===== config.mk =====
export PLATFORM = sky130hd
export DESIGN_NAME = extint_ctrl
export DESIGN_NICKNAME = d
export VERILOG_FILES = /design/src/rtl/extint_pkg.sv /design/src/rtl/extint_regs.sv /design/src/rtl/extint_datapath.sv /design/src/rtl/extint_ctrl.sv
export SDC_FILE = /design/constraint.sdc
export NUM_CORES = 1
export LEC_CHECK = 0
export BUFFER_PORTS_ARGS = -buffer_cell sky130_fd_sc_hd__buf_2
export CAP_MARGIN = 20
export CORE_MARGIN = 10
export CORE_UTILIZATION = 51
export CTS_BUF_LIST = sky130_fd_sc_hd__clkbuf_16
export DETAILED_ROUTE_END_ITERATION = 16
export GPL_TIMING_DRIVEN = 1
export HOLD_SLACK_MARGIN = 0.05
export MAX_ROUTING_LAYER = met4
export PLACE_DENSITY = 0.84
export SYNTH_ARGS = -nofsm -noshare
export SYNTH_HDL_FRONTEND = slang
export SYNTH_SLANG_ARGS = --single-unit

===== constraint.sdc =====
create_clock -name clk -period 1.5 [get_ports clk]
set_input_delay 0.3 -clock clk [delete_from_list [all_inputs] [get_ports clk]]
set_output_delay 0.3 -clock clk [all_outputs]
set_load 0.02 [all_outputs]

===== src/rtl/extint_pkg.sv =====
package extint_pkg;
  localparam int LINES      = 16;
  localparam int PORTS      = 6;
  localparam int SEL_W      = 4;
  localparam int FIELDS     = 4;
  localparam int SEL_REGS   = LINES / FIELDS;
  localparam int REG_W      = 16;
  localparam int ADDR_W     = 4;
  localparam int SOLO_LINES = 5;
  localparam int GRP_A_LAST = 9;
  localparam int IRQ_OUTS   = SOLO_LINES + 2;

  localparam logic [ADDR_W-1:0] ADDR_RISE = 4'd4;
  localparam logic [ADDR_W-1:0] ADDR_FALL = 4'd5;
  localparam logic [ADDR_W-1:0] ADDR_MASK = 4'd6;
  localparam logic [ADDR_W-1:0] ADDR_PEND = 4'd7;

  typedef struct packed {
    logic [SEL_REGS-1:0] selWe;
    logic                riseWe;
    logic                fallWe;
    logic                maskWe;
    logic                pendClr;
    logic [REG_W-1:0]    wrData;
  } strobe_t;
endpackage


===== src/rtl/extint_regs.sv =====
module extint_regs
  import extint_pkg::*;
(
  input  logic                   regWrite,
  input  logic [ADDR_W-1:0]      regAddr,
  input  logic [REG_W-1:0]       regWdata,
  input  logic [LINES*SEL_W-1:0] selVec,
  input  logic [LINES-1:0]       riseVec,
  input  logic [LINES-1:0]       fallVec,
  input  logic [LINES-1:0]       maskVec,
  input  logic [LINES-1:0]       pendVec,
  output strobe_t                strb,
  output logic [REG_W-1:0]       regRdata
);
  localparam int SEL_REG_W = SEL_W * FIELDS;

  always_comb begin
    strb        = '0;
    strb.wrData = regWdata;
    if (regWrite) begin
      for (int i = 0; i < SEL_REGS; i++) begin
        if (regAddr == ADDR_W'(i)) strb.selWe[i] = 1'b1;
      end
      strb.riseWe  = (regAddr == ADDR_RISE);
      strb.fallWe  = (regAddr == ADDR_FALL);
      strb.maskWe  = (regAddr == ADDR_MASK);
      strb.pendClr = (regAddr == ADDR_PEND);
    end
  end

  always_comb begin
    regRdata = '0;
    for (int i = 0; i < SEL_REGS; i++) begin
      if (regAddr == ADDR_W'(i)) regRdata = REG_W'(selVec[i*SEL_REG_W +: SEL_REG_W]);
    end
    case (regAddr)
      ADDR_RISE: regRdata = riseVec;
      ADDR_FALL: regRdata = fallVec;
      ADDR_MASK: regRdata = maskVec;
      ADDR_PEND: regRdata = pendVec;
      default: ;
    endcase
  end
endmodule


===== src/rtl/extint_datapath.sv =====
module extint_datapath
  import extint_pkg::*;
(
  input  logic                   clk,
  input  logic                   rst,
  input  strobe_t                strb,
  input  logic [PORTS*LINES-1:0] gpioPins,
  output logic [LINES*SEL_W-1:0] selVec,
  output logic [LINES-1:0]       riseVec,
  output logic [LINES-1:0]       fallVec,
  output logic [LINES-1:0]       maskVec,
  output logic [LINES-1:0]       pendVec,
  output logic [IRQ_OUTS-1:0]    irqOut
);
  localparam int SEL_REG_W = SEL_W * FIELDS;
  localparam int PAD_W     = 1 << SEL_W;

  logic [LINES-1:0] lineSrc, syncA, syncB, prevQ;
  logic [LINES-1:0] riseHit, fallHit, clrBits, gated;

  // per-line source multiplexer; indices past the last port read zero
  for (genvar n = 0; n < LINES; n++) begin : g_src
    logic [PAD_W-1:0] padded;
    logic [SEL_W-1:0] srcIdx;
    always_comb begin
      srcIdx = selVec[n*SEL_W +: SEL_W];
      padded = '0;
      for (int p = 0; p < PORTS; p++) padded[p] = gpioPins[p*LINES + n];
      lineSrc[n] = padded[srcIdx];
    end
  end

  always_ff @(posedge clk) begin
    if (rst) begin
      syncA <= '0;
      syncB <= '0;
      prevQ <= '0;
    end else begin
      syncA <= lineSrc;
      syncB <= syncA;
      prevQ <= syncB;
    end
  end

  assign riseHit = syncB & ~prevQ & riseVec;
  assign fallHit = ~syncB & prevQ & fallVec;
  assign clrBits = strb.pendClr ? strb.wrData[LINES-1:0] : '0;

  always_ff @(posedge clk) begin
    if (rst) begin
      selVec  <= '0;
      riseVec <= '0;
      fallVec <= '0;
      maskVec <= '0;
      pendVec <= '0;
    end else begin
      for (int i = 0; i < SEL_REGS; i++) begin
        if (strb.selWe[i]) selVec[i*SEL_REG_W +: SEL_REG_W] <= strb.wrData[SEL_REG_W-1:0];
      end
      if (strb.riseWe) riseVec <= strb.wrData[LINES-1:0];
      if (strb.fallWe) fallVec <= strb.wrData[LINES-1:0];
      if (strb.maskWe) maskVec <= strb.wrData[LINES-1:0];
      // a new edge outranks a clear landing on the same edge
      pendVec <= (pendVec & ~clrBits) | riseHit | fallHit;
    end
  end

  assign gated = pendVec & maskVec;

  for (genvar k = 0; k < SOLO_LINES; k++) begin : g_solo
    assign irqOut[k] = gated[k];
  end
  assign irqOut[SOLO_LINES]   = |gated[GRP_A_LAST:SOLO_LINES];
  assign irqOut[SOLO_LINES+1] = |gated[LINES-1:GRP_A_LAST+1];
endmodule


===== src/rtl/extint_ctrl.sv =====
module extint_ctrl
  import extint_pkg::*;
(
  input  logic                   clk,
  input  logic                   rst,
  input  logic                   regWrite,
  input  logic [ADDR_W-1:0]      regAddr,
  input  logic [REG_W-1:0]       regWdata,
  output logic [REG_W-1:0]       regRdata,
  input  logic [PORTS*LINES-1:0] gpioPins,
  output logic [IRQ_OUTS-1:0]    irqOut
);
  strobe_t                strb;
  logic [LINES*SEL_W-1:0] selVec;
  logic [LINES-1:0]       riseVec, fallVec, maskVec, pendVec;

  extint_regs u_regs (
    .regWrite(regWrite), .regAddr(regAddr), .regWdata(regWdata),
    .selVec(selVec), .riseVec(riseVec), .fallVec(fallVec),
    .maskVec(maskVec), .pendVec(pendVec),
    .strb(strb), .regRdata(regRdata)
  );

  extint_datapath u_dp (
    .clk(clk), .rst(rst), .strb(strb), .gpioPins(gpioPins),
    .selVec(selVec), .riseVec(riseVec), .fallVec(fallVec),
    .maskVec(maskVec), .pendVec(pendVec), .irqOut(irqOut)
  );
endmodule


### Word-level counts from Yosys, hierarchy flattened

Index checks and enable logic that the tools add are counted.

| storage, ports and cells | value |
|---|---|
| output and inout bits | 23 |
| logic and storage cells | 91 |
| bits of input ports | 119 |
| register bits | 176 |

| operators by class | value |
|---|---|
| equality and inequality tests | 7 |
| bitwise gates (word level) | 11 |
| magnitude comparators | 16 |
| reductions and logical operators | 3 |
| muxes and demuxes | 43 |

Operator list:

| operator | count |
|---|---|
| $and 16x16->16 | 6 |
| $lt 4x5->1 const B | 16 |
| $mux 16 | 5 |
| $bmux 1 s4 | 16 |
| $pmux 16 s4 | 1 |
| $not 16->16 | 3 |
| $or 16x16->16 | 2 |
| $mux 1 | 20 |
| $eq 4x3->1 const B | 4 |
| $eq 4x2->1 const B | 2 |
| $mux 8 | 1 |
| $reduce_or 6->1 | 1 |
| $reduce_or 5->1 | 1 |
| $eq 4x1->1 const B | 1 |
| $logic_not 4->1 | 1 |

### Logic depth before layout (Yosys ltp)

| logic depth | value |
|---|---|
| depth in word-level cells | 8 |
| gate-level depth with buffers | 7 |
| gate-level depth less buffers | 3 |

### Modules after synthesis

Synthesis repeated with hierarchy kept, for this count alone.

| second synthesis, totals | value |
|---|---|
| cell total of the unflattened synthesis | 831 |
| area, all modules | 8394.3 µm² |

By module, submodules not included:

| module | area an instance (µm²) | sequential area each (µm²) | cells an instance | times used |
|---|---|---|---|---|
| extint_datapath | 7023.0 | 3523.4 | 641 | 1 |
| extint_regs | 1371.3 | 0.0 | 190 | 1 |

### Least setup slack after synthesis

Ideal clock, no wire load.

| timing | value |
|---|---|
| path type | in2out |
| start | input regAddr[0] |
| end | output regRdata[0] |
| cell stages on the path | 5 |
| required time | 1200 ps |
| data arrival time | 1641 ps |
| slack | -441 ps |
| path buffers | 3 |
| path through | buf_6 -> buf_6 -> buf_6 -> a221o_1 -> a311oi_1 |

| between the ends | value |
|---|---|
| word-level cells in the longest chain between the ends | 6 |

RTL lines:

| element | RTL line | source |
|---|---|---|
| from (decl) | extint_ctrl.sv:7 | `input logic [ADDR_W-1:0] regAddr,` |
| $logic_not 4->1 | extint_regs.sv:34 | `if (regAddr == ADDR_W'(i)) regRdata = REG_W'(selVec[i*SEL_REG_W +: SEL_REG_W]);` |
| $mux 16 (4 in a row) | extint_regs.sv:34 |  |
| $pmux 16 s4 * | extint_regs.sv:36 | `case (regAddr)` |
| to (decl) | extint_ctrl.sv:9 | `output logic [REG_W-1:0] regRdata,` |

Mark *: on every way between the ends. The rest lies on a longest branch, timed or not.

### Worst setup path in the final report

| timing | value |
|---|---|
| start | register u_dp.selVec[45] |
| end | output regRdata[13] |

| between the ends | value |
|---|---|
| word-level cells in the longest chain between the ends | 3 |

RTL lines:

| element | RTL line | source |
|---|---|---|
| from (decl) | extint_datapath.sv:8 | `output logic [LINES*SEL_W-1:0] selVec,` |
| from (signal, indexed assignment) | extint_datapath.sv:58 | `if (strb.selWe[i]) selVec[i*SEL_REG_W +: SEL_REG_W] <= strb.wrData[SEL_REG_W-1:0];` |
| $mux 16 (2 in a row) | extint_regs.sv:34 |  |
| $pmux 16 s4 | extint_regs.sv:36 |  |

No other way between the ends.

==> results.md <==
GRT:
- The all-layer global routing usage is 0.3029.
- The total overflow left after global routing is 0.
- The number of antenna violations at the first check in global routing is 0.
- The first-pass GRT wire length is 51.34 mm.
- The number of global-route vias before repair came to 8977.
- Entering global routing, the biggest net connects 92 pins.

Detailed routing:
- The number of nets with antenna violations after routing is 0.
- The DRC violation count after routing is 0.
- Detailed routing inserted a total of 9279 vias.
- For this run, the detailed router's first-pass iteration total came to 6.
- The first routing iteration left 1523 violations.
- The detail-routed via count per cell is 6.364.
- After detailed routing, the total wire length is 33.82 mm.
- The routed wirelength normalized by instance count is 23.20 microns.

CTS:
- TritonCTS built the clock tree.
- Clock tree synthesis found a total of 176 sinks.
- The source-to-sink clock delay at the later pin of the worst-skew pair is 440 ps.
- The buffer cell driving the clock tree root is sky130_fd_sc_hd__clkbuf_16.
- In this run the deepest clock path goes through 2 buffers.
- The number of levels in the clock H-tree is 4.
- The clock-pin slew on the worst setup and hold paths is 80 ps.
- Clock tree synthesis inserted a total of 17 buffers.

Setup path:
- Setup slack on the worst reg-to-reg path comes out at 10 ps.
- The worst setup path is launched from a register.
- The critical path's largest stage delay is 370 ps.
- Broken down by cell family, the worst path's largest delay share belongs to compound AO/OA/AOI/OAI gates.
- The worst register-to-register path begins at u_dp.selVec[16]$_SDFFE_PP0P_.
- The count of buffering cells on the critical path with inverters included is 1.
- By startpoint and endpoint, the worst setup path is classified as reg2out.
- Data on the critical path is required at its endpoint by 1200 ps.
- The cell with the biggest individual delay on the critical path is sky130_fd_sc_hd__dfxtp_1.
- The kind of end point of the critical path is an output pin.
- In this run the critical register-to-register path is captured at u_dp.syncA[4]$_SDFF_PP0_.
- The signal on the critical path passes through nand2b_1 -> a221o_1 -> a311oi_4 -> buf_6.
- The worst endpoint data arrival time is 1720 ps.
- The number of cell instances on the worst register-to-register path is 5.
- Of all nets on the critical path, the largest fanout is 2.

Yosys:
- Of the post-synthesis cell area, the dominant cell type holds 0.4095.
- The number of instances in the synthesized netlist is 975.
- For this run, the number of Yosys warnings is 0.
- In this run the mean area of a mapped cell was 8.824 sq um.
- The register area share after synthesis is 0.4095.
- The prevailing post-synth register cell is sky130_fd_sc_hd__dfxtp_1.
- In the post-synthesis netlist, the biggest area contributors are sky130_fd_sc_hd__dfxtp_1 (41%), sky130_fd_sc_hd__o21ai_0 (7.2%), sky130_fd_sc_hd__mux4_2 (6.8%).
- The cell area after synthesis is 0.008603 sq mm.
- The net count after synthesis is 1094.
- The most common cell in the netlist is sky130_fd_sc_hd__dfxtp_1.
- The count of flip-flops with a built-in enable after synthesis is 0.
- Ranked by instance count, the synthesized netlist is headed by sky130_fd_sc_hd__dfxtp_1 (176), sky130_fd_sc_hd__o21ai_0 (124), sky130_fd_sc_hd__nand3_1 (115).
- In this run, synthesis produced a sequential element count of 176.
- The proportion of synthesized flip-flops having asynchronous set or reset is 0.
- The synthesized design spends more area on one cell type than any other, namely sky130_fd_sc_hd__dfxtp_1.
- The number of distinct standard cells referenced by the synthesized netlist is 43.

Power:
- The leakage power of the design is 4.536 nW.
- IR analysis of the VDD net gives a maximum drop of 0.9313 mV.
- The total power per unit cell area is 934.6 mW/mm^2.
- The design draws 11.07 mW.

Die:
- The number of rows created at floorplan is 47.
- The initial utilization of the core area, before any placement, comes to 0.5188.
- The core footprint is 0.01658 sq mm.
- The die covers 0.02246 sq mm.
- The height of the chip is 149.9 microns.
- The overall die width is 149.9 microns.
- During I/O placement, the number of pins put on the boundary was 142.

Worst hold path:
- The critical hold path startpoint is gpioPins[81].
- The worst hold path passes through 3 cells.
- The min-delay analysis places its worst path in the category in2reg.
- The end of the worst hold path is u_dp.syncA[1]$_SDFF_PP0_.

Timing:
- For the final database, setup skew stands at 7.812 ps.
- The number of max-slew violations in the final report is 0.
- The worst hold margin is 150.2 ps.
- The timing-limited maximum frequency is 496.0 MHz.
- The routed design could run at a clock period as short as 2016 ps.
- The number of hold violations in the final report is 0.
- Dividing the final minimum period by the clock period gives 1.344.
- Setup violations remaining at the end of the flow were counted as 18.
- Setup repair after global routing could not meet its margin everywhere.
- The worst-margin pin slew is 856.6 ps.
- In the post-route analysis, the smallest setup slack over all paths is -516.1 ps.
- In this run the tightest slew margin relative to its limit is 0.4276.

Finish:
- The count of placed standard cells in the final layout, fillers left out is 1458.
- The share of post-route cells with drive strength above 1 is 0.4095.
- From synthesis to final layout, the design area changed by 37.67%.
- The net count of the finished layout is 1344.
- The number of antenna diodes in the final layout is 0.

Job:
- The max-cap check violation count is 0.

Placed design:
- At the placement stage, the worst setup path has a slack of -684.8 ps.
- Counting tap cells, the placed design contains a total of 1422 instances.
- At the end of routability-driven placement, the weighted congestion stood at 1.069.
- The half-perimeter wire length after detailed placement is 24.26 mm.
- The count of buffers inserted at the top-level ports is 141.

Run status:
- The checks that failed: negative setup slack.
- The run finished, with violations left.
[state kept, by name, summed over array words and instances, names as in the netlist]
signal,count
u_dp.riseVec,16
u_dp.syncA,16
u_dp.prevQ,16
u_dp.syncB,16
u_dp.fallVec,16
u_dp.pendVec,16
u_dp.selVec,64
u_dp.maskVec,16
[stage by stage]
step,instance area (sq um),TNS [ps],utilization
global route,11840,-8610,0.7142
detailed placement,10870,-32680,0.6557
global placement,10870,-26110,0.6557
floorplan,8840,-2874,-
CTS,11760,-8148,0.7094
finish,11840,-8149,0.7142
[layout make-up]
| cell class | count | area (sq um) |
|---|---|---|
| sequential | 176 | 3586 |
| fill | 1214 | 4740 |
| clock buffer | 17 | 425.4 |
| inverter | 28 | 105.1 |
| multi-input combinational | 666 | 4758 |
| tap | 220 | 275.3 |
| clock inverter | 15 | 195.2 |
| timing repair buffer | 336 | 2499 |
[cell usage in the layout (no fill, tap or decap), types with 5 or more instances in the layout]
master                      count
sky130_fd_sc_hd__nor2b_1       32
sky130_fd_sc_hd__o22ai_1        5
sky130_fd_sc_hd__nor2_4         9
sky130_fd_sc_hd__inv_1         21
sky130_fd_sc_hd__nand3_1      115
sky130_fd_sc_hd__a221o_1       11
sky130_fd_sc_hd__dfxtp_1      128
sky130_fd_sc_hd__nor2_1         9
sky130_fd_sc_hd__a21o_1         5
sky130_fd_sc_hd__clkbuf_16     17
sky130_fd_sc_hd__mux4_2        32
sky130_fd_sc_hd__nand2_1       27
sky130_fd_sc_hd__buf_4        178
sky130_fd_sc_hd__buf_12        12
sky130_fd_sc_hd__dfxtp_2       47
sky130_fd_sc_hd__or4b_2        12
sky130_fd_sc_hd__a311oi_4      11
sky130_fd_sc_hd__inv_6          5
sky130_fd_sc_hd__o31ai_1       16
sky130_fd_sc_hd__nand2b_1      14
sky130_fd_sc_hd__o21ai_0      124
sky130_fd_sc_hd__mux2i_1       19
sky130_fd_sc_hd__inv_2          6
sky130_fd_sc_hd__nand3b_1      38
sky130_fd_sc_hd__buf_6         29
sky130_fd_sc_hd__a31oi_1       16
sky130_fd_sc_hd__nor3_1        24
sky130_fd_sc_hd__a21oi_1      112
sky130_fd_sc_hd__buf_2        116
[cell families (layout without fill, tap and decap cells)]
family                 Yosys count  in the layout  synth area share
flip-flops                     176            176            0.4095
AO/OA/AOI/OAI                  314            314            0.2088
AND/OR/NAND/NOR                299            299            0.1966
buffers and inverters          133            396           0.07388
multiplexers                    53             53            0.1111
[power breakdown]
part	total [mW]	switching (mW)	internal [mW]
clock network	4.79	2.10	2.69
logic	1.44	0.815	0.627
registers	4.84	0.0702	4.77
total	11.1	2.99	8.08
[layer usage]
layer / track usage / up-vias / wire, microns
met5: - / - / 0
met4: 0.1346 / 0 / 1839
met3: 0.07126 / 150 / 3890
met2: 0.4630 / 694 / 15290
met1: 0.3747 / 4369 / 12800
li1: - / 4066 / -
[repair_timing]
| action | 4_1_cts | 5_1_grt |
|---|---|---|
| hold buffers | 0 | 0 |
| resized for setup | 118 | 25 |
| gates cloned | 0 | 0 |
| buffers inserted | 2 | 2 |
| setup endpoints to repair | 23 | 23 |
| pin swaps | 16 | 8 |
[worst max-delay path by stage]
| stage | start | endpoint | slack (ps) | cells past startpoint |
|---|---|---|---|---|
| after detailed placement | regAddr[1] | regRdata[13] | -680 | 6 |
| after global placement | regAddr[1] | regRdata[5] | -650 | 5 |
| after CTS | u_dp.pendVec[3]$_SDFF_PP0_ | regRdata[3] | -530 | 3 |
| after global routing | u_dp.selVec[40]$_SDFFE_PP0P_ | regRdata[8] | -540 | 4 |
| final | u_dp.selVec[45]$_SDFFE_PP0P_ | regRdata[13] | -520 | 4 |
| after floorplan | regAddr[0] | regRdata[13] | -220 | 5 |
[worst min-delay path, stage by stage]
cell and delay [ps]:
sky130_fd_sc_hd__buf_2 80, sky130_fd_sc_hd__mux2i_1 50, sky130_fd_sc_hd__o21ai_0 140
(Power assumes the default switching activity.)
